$ cat src/rtl/gpio_mw_pkg.sv
package gpio_mw_pkg;
  typedef enum logic [2:0] {
    SEL_NONE,
    SEL_MODE,
    SEL_DIR,
    SEL_OUT,
    SEL_IN
  } sel_e;

  localparam int unsigned OFS_MODE = 'h000;
  localparam int unsigned OFS_DIR  = 'h010;
  localparam int unsigned OFS_OUT  = 'h020;
  localparam int unsigned OFS_IN   = 'h030;
  localparam int unsigned N_WREG   = 3;

  function automatic sel_e wreg_sel(input int unsigned idx);
    case (idx)
      0:       return SEL_MODE;
      1:       return SEL_DIR;
      default: return SEL_OUT;
    endcase
  endfunction
endpackage

$ cat src/rtl/gpio_mw_decode.sv
module gpio_mw_decode
  import gpio_mw_pkg::*;
#(
  parameter int unsigned ADDR_W   = 12,
  parameter int unsigned MASK_OFS = 'h080
) (
  input  logic [ADDR_W-1:0] addr_i,
  output sel_e              sel_o,
  output logic              masked_o
);
  localparam logic [ADDR_W-1:0] A_MODE  = ADDR_W'(OFS_MODE);
  localparam logic [ADDR_W-1:0] A_DIR   = ADDR_W'(OFS_DIR);
  localparam logic [ADDR_W-1:0] A_OUT   = ADDR_W'(OFS_OUT);
  localparam logic [ADDR_W-1:0] A_IN    = ADDR_W'(OFS_IN);
  localparam logic [ADDR_W-1:0] M_MODE  = ADDR_W'(MASK_OFS + OFS_MODE);
  localparam logic [ADDR_W-1:0] M_DIR   = ADDR_W'(MASK_OFS + OFS_DIR);
  localparam logic [ADDR_W-1:0] M_OUT   = ADDR_W'(MASK_OFS + OFS_OUT);
  localparam logic [ADDR_W-1:0] M_IN    = ADDR_W'(MASK_OFS + OFS_IN);

  always_comb begin
    sel_o    = SEL_NONE;
    masked_o = 1'b0;
    unique case (addr_i)
      A_MODE:  sel_o = SEL_MODE;
      A_DIR:   sel_o = SEL_DIR;
      A_OUT:   sel_o = SEL_OUT;
      A_IN:    sel_o = SEL_IN;
      M_MODE:  begin sel_o = SEL_MODE; masked_o = 1'b1; end
      M_DIR:   begin sel_o = SEL_DIR;  masked_o = 1'b1; end
      M_OUT:   begin sel_o = SEL_OUT;  masked_o = 1'b1; end
      M_IN:    begin sel_o = SEL_IN;   masked_o = 1'b1; end
      default: ;
    endcase
  end
endmodule

$ cat src/rtl/gpio_mw_bitreg.sv
module gpio_mw_bitreg #(
  parameter int unsigned W = 8
) (
  input  logic           clk_i,
  input  logic           rst_ni,
  input  logic           wr_i,
  input  logic           masked_i,
  input  logic [2*W-1:0] wdata_i,
  output logic [W-1:0]   q_o
);
  logic [W-1:0] keep_n;

  // plain write: every bit takes the new value
  assign keep_n = masked_i ? wdata_i[2*W-1:W] : '1;

  always_ff @(posedge clk_i or negedge rst_ni) begin
    if (!rst_ni)   q_o <= '0;
    else if (wr_i) q_o <= (q_o & ~keep_n) | (wdata_i[W-1:0] & keep_n);
  end
endmodule

$ cat src/rtl/gpio_mw_sync.sv
module gpio_mw_sync #(
  parameter int unsigned W      = 8,
  parameter int unsigned STAGES = 2
) (
  input  logic         clk_i,
  input  logic         rst_ni,
  input  logic [W-1:0] d_i,
  output logic [W-1:0] q_o
);
  logic [W-1:0] stg_q [STAGES];

  for (genvar s = 0; s < STAGES; s++) begin : g_stg
    always_ff @(posedge clk_i or negedge rst_ni) begin
      if (!rst_ni) stg_q[s] <= '0;
      else         stg_q[s] <= (s == 0) ? d_i : stg_q[(s == 0) ? 0 : s-1];
    end
  end

  assign q_o = stg_q[STAGES-1];
endmodule

$ cat src/rtl/gpio_mw_port.sv
module gpio_mw_port
  import gpio_mw_pkg::*;
#(
  parameter int unsigned PIN_W       = 8,
  parameter int unsigned ADDR_W      = 12,
  parameter int unsigned DATA_W      = 32,
  parameter int unsigned MASK_OFS    = 'h080,
  parameter int unsigned SYNC_STAGES = 2
) (
  input  logic              clk_i,
  input  logic              rst_ni,
  input  logic              req_i,
  input  logic              we_i,
  input  logic [ADDR_W-1:0] addr_i,
  input  logic [DATA_W-1:0] wdata_i,
  output logic [DATA_W-1:0] rdata_o,
  input  logic [PIN_W-1:0]  pad_in_i,
  output logic [PIN_W-1:0]  pad_out_o,
  output logic [PIN_W-1:0]  pad_oe_o,
  output logic [PIN_W-1:0]  gpio_en_o
);
  localparam int unsigned MW_W = 2 * PIN_W;

  sel_e             sel;
  logic             masked;
  logic [PIN_W-1:0] wreg_q [N_WREG];
  logic [PIN_W-1:0] in_q;
  logic [PIN_W-1:0] rd_val;
  logic             unused_wdata;

  assign unused_wdata = ^wdata_i[DATA_W-1:MW_W];

  gpio_mw_decode #(.ADDR_W(ADDR_W), .MASK_OFS(MASK_OFS)) u_dec (
    .addr_i  (addr_i),
    .sel_o   (sel),
    .masked_o(masked)
  );

  for (genvar g = 0; g < N_WREG; g++) begin : g_wreg
    gpio_mw_bitreg #(.W(PIN_W)) u_reg (
      .clk_i   (clk_i),
      .rst_ni  (rst_ni),
      .wr_i    (req_i && we_i && (sel == wreg_sel(g))),
      .masked_i(masked),
      .wdata_i (wdata_i[MW_W-1:0]),
      .q_o     (wreg_q[g])
    );
  end

  gpio_mw_sync #(.W(PIN_W), .STAGES(SYNC_STAGES)) u_sync (
    .clk_i (clk_i),
    .rst_ni(rst_ni),
    .d_i   (pad_in_i),
    .q_o   (in_q)
  );

  always_comb begin
    unique case (sel)
      SEL_MODE: rd_val = wreg_q[0];
      SEL_DIR:  rd_val = wreg_q[1];
      SEL_OUT:  rd_val = wreg_q[2];
      SEL_IN:   rd_val = in_q;
      default:  rd_val = '0;
    endcase
  end

  always_ff @(posedge clk_i or negedge rst_ni) begin
    if (!rst_ni)              rdata_o <= '0;
    else if (req_i && !we_i)  rdata_o <= DATA_W'(rd_val);
  end

  assign gpio_en_o = wreg_q[0];
  assign pad_oe_o  = wreg_q[1] & wreg_q[0];
  assign pad_out_o = wreg_q[2];
endmodule

$ cat config.mk
export PLATFORM = sky130hd
export DESIGN_NAME = gpio_mw_port
export DESIGN_NICKNAME = d
export VERILOG_FILES = /design/src/rtl/gpio_mw_pkg.sv /design/src/rtl/gpio_mw_decode.sv /design/src/rtl/gpio_mw_bitreg.sv /design/src/rtl/gpio_mw_sync.sv /design/src/rtl/gpio_mw_port.sv
export SDC_FILE = /design/constraint.sdc
export NUM_CORES = 1
export LEC_CHECK = 0
export BUFFER_PORTS_ARGS = -buffer_cell sky130_fd_sc_hd__clkbuf_2
export CAP_MARGIN = 5
export CELL_PAD_IN_SITES_DETAIL_PLACEMENT = 1
export CELL_PAD_IN_SITES_GLOBAL_PLACEMENT = 2
export CORE_MARGIN = 2
export CORE_UTILIZATION = 30
export CTS_BUF_LIST = sky130_fd_sc_hd__clkbuf_16
export DETAILED_ROUTE_END_ITERATION = 12
export GPL_TIMING_DRIVEN = 0
export PLACE_DENSITY_LB_ADDON = 0.1
export SETUP_SLACK_MARGIN = 0.15
export SLEW_MARGIN = 20
export SYNTH_ARGS = -nofsm -noshare
export SYNTH_HDL_FRONTEND = slang
export SYNTH_SLANG_ARGS = --single-unit
$ cat constraint.sdc
create_clock -name clk_i -period 2.94 [get_ports clk_i]
set_clock_uncertainty 0.15 [all_clocks]
set_input_delay 0.294 -clock clk_i [delete_from_list [all_inputs] [get_ports clk_i]]
set_output_delay 0.294 -clock clk_i [all_outputs]
set_load 0.005 [all_outputs]
==> flow_summary.ini <==
[routing]
avgViaCountPerCell = 4.27
wire_per_inst_um = 14.4
routed_wl_um = 5500
ant_nets = 0
vias = 1633
drt_iter0_drc = 41
firstDrtPassIters = 4
remaining_drc_errors = 0

[sta]
setup_violations = 0
rsz0062_at_grt = no
worst_slew_margin_rel_pct = 42.7
period_needed_ns = 2.07
fin_crit_sh_pct = 70.3
tightest_slew_ns = 0.860
timing.fmax_mhz = 484
slew_viol_final = 0
finalHoldViolations = 0
setup_tns_ns = 0

[finish]
final_nets = 339
final_util_pct = 41.8
drive_above_1_share_pct = 42.4
area_growth_syn_to_layout_pct = 34.4
num_antenna_cells = 0
fill_cells = 843

[clock_tree]
cts_tree = built
cts_resized = 0
ctsLongestPathBuffers = 2
clk_pin_slew_ns = 0.06
h-tree-depth = 2
clkLatencyLatePin_ns = 0.28
cts_root_buffer = clkbuf_16
clock_sinks = 48
cts_buffers = 5

[placement]
place_congestion = 0.703
dp_hpwl_um = 3960
portBuffers = 68

[logic_synthesis]
yosys_warnings = 0
synth-edff-count = 0
syn_inst = 176
synth_common_cells = dfrtp_1 (48), buf_4 (24), nand2_1 (24), mux2_1 (16), inv_1 (9)
ys_ff_latch = 48
ys_seq_area_share_pct = 53.2
ys.flop_type = dfrtp_1
synth_most_common_cell = dfrtp_1
async_reset_ff_share_pct = 100
synth_top_area_share_pct = 53.2
synthTopCellsByArea = dfrtp_1 (53%), buf_4 (8.0%), mux2_1 (8.0%)
syn_area_um2 = 2260
synth_cell_types = 19
yosys.area.top_type = dfrtp_1
syn_area_per_cell_um2 = 12.8

[die]
die_area_um2 = 8230
ioPinCount = 112
start_util_pct = 31.1
coreArea_um2 = 7250
fp-row-count = 31
die_w_um = 90.7
die_h_um = 90.7

[setup_path]
criticalPathCategory = input pin to register
start_kind = input pin
worst_setup_path_end_kind = register
cp_max_fo = 10
cp_data_arrival_time_ns = 2.09
worst_ep_required_time_ns = 2.96

[global_routing]
antenna_found_initial = 0
grt_max_degree = 49
grt_pass1_vias = 1772
track_usage_pct = 14.0
grt-ovfl-total = 0
grt_pass1_wl_um = 9100

[power]
max-vdd-ir-drop_mv = 0.235
leakage_nw = 1.61
p_per_area_nw_per_um2 = 441

[hold_path]
min_path_type = input pin to register

[status]
status = finished clean

[run]
maxCapViolations = 0
==> worst paths after layout <==
| path | end | cells past startpoint | start | slack (ns) |
|---|---|---|---|---|
| setup / recovery | register | 5 | addr_i[4] | 0.87 |
| hold / removal | register | 2 | wdata_i[7] | 0.11 |
| setup reg to reg | rdata_o[2] | 2 | register | 1.59 |
| hold reg to reg | u_sync.q_o[1] | 0 | u_sync.stg_q[9] | 0.20 |
| max in group asynchronous | async pin | 2 | rst_ni | 1.73 |
| min in group asynchronous | async pin | 2 | rst_ni | 0.47 |
==> cells by family (layout without fill, tap and decap cells) <==
kind of cell    after synthesis  in the layout  share of synthesized area, %
compound gates               16             16                          4.88
simple gates                 41             41                          11.5
mux                          32             32                          20.0
buf+inv                      38            122                          10.3
flops                        48             48                          53.2
other cells                   1             24                         0.166
==> cell usage in the layout (no fill, tap or decap), drive strengths merged <==
cell          n
nand3b        1
mux2         24
clkinv        1
mux4          8
or4           2
a21oi         8
conb         24
dlygate4sd3   9
buf          26
nand2        24
nor3          1
nand2b        1
a22o          8
nand4b        1
clkbuf       76
dfrtp        48
inv          10
nor4          3
and2          8
==> power by group <==
group	switching, W	total [W]	internal, W
clock network	0.000230	0.000536	0.000306
registers	0.00000360	0.000676	0.000673
logic	0.0000652	0.000127	0.0000614
total	0.000299	0.00134	0.00104
==> layout make-up <==
class | instances | area (um2) | area share (%)
Buffer | 29 | 199 | 6.56
Clock buffer | 5 | 125 | 4.12
Clock inverter | 2 | 8.76 | 0.289
Inverter | 9 | 33.8 | 1.11
Multi-Input combinational cell | 113 | 910 | 30.0
Sequential cell | 48 | 1200 | 39.6
Tap cell | 99 | 124 | 4.08
Timing Repair Buffer | 77 | 433 | 14.3
==> metrics by stage <==
| step | power, W | instance area (um2) | setup slack, ns | hold slack (ns) | instances |
|---|---|---|---|---|---|
| finish | 0.00134 | 3030 | 0.872 | 0.112 | 382 |
| floorplan | 0.000752 | 2340 | 0.977 | -0.152 | 199 |
| CTS | 0.00136 | 3030 | 0.788 | 0.109 | 382 |
| detailed placement | 0.000806 | 2810 | 0.495 | 0.186 | 366 |
| global placement | 0.000805 | 2810 | 0.508 | 0.181 | 366 |
| global route | 0.00140 | 3030 | 0.668 | 0.112 | 382 |
==> critical path: stages <==
cell      delay, ns
clkbuf_1       0.63
nand4b_1       0.19
nor3_2         0.53
nand2_1        0.14
mux2_2         0.30
==> layer usage <==
metal  routed length [um]  track usage [%]
met1                 2460             18.6
met2                 2600             22.3
met3                  400             4.26
met4                   36             3.85
met5                    0                0
==> what timing repair did <==
| item | CTS | global route |
|---|---|---|
| setup buffers | 0 | 0 |
| endpoints found under the hold margin | 56 | 0 |
| hold buffers | 9 | 0 |
Note: power is estimated with default switching activity, not from simulation.
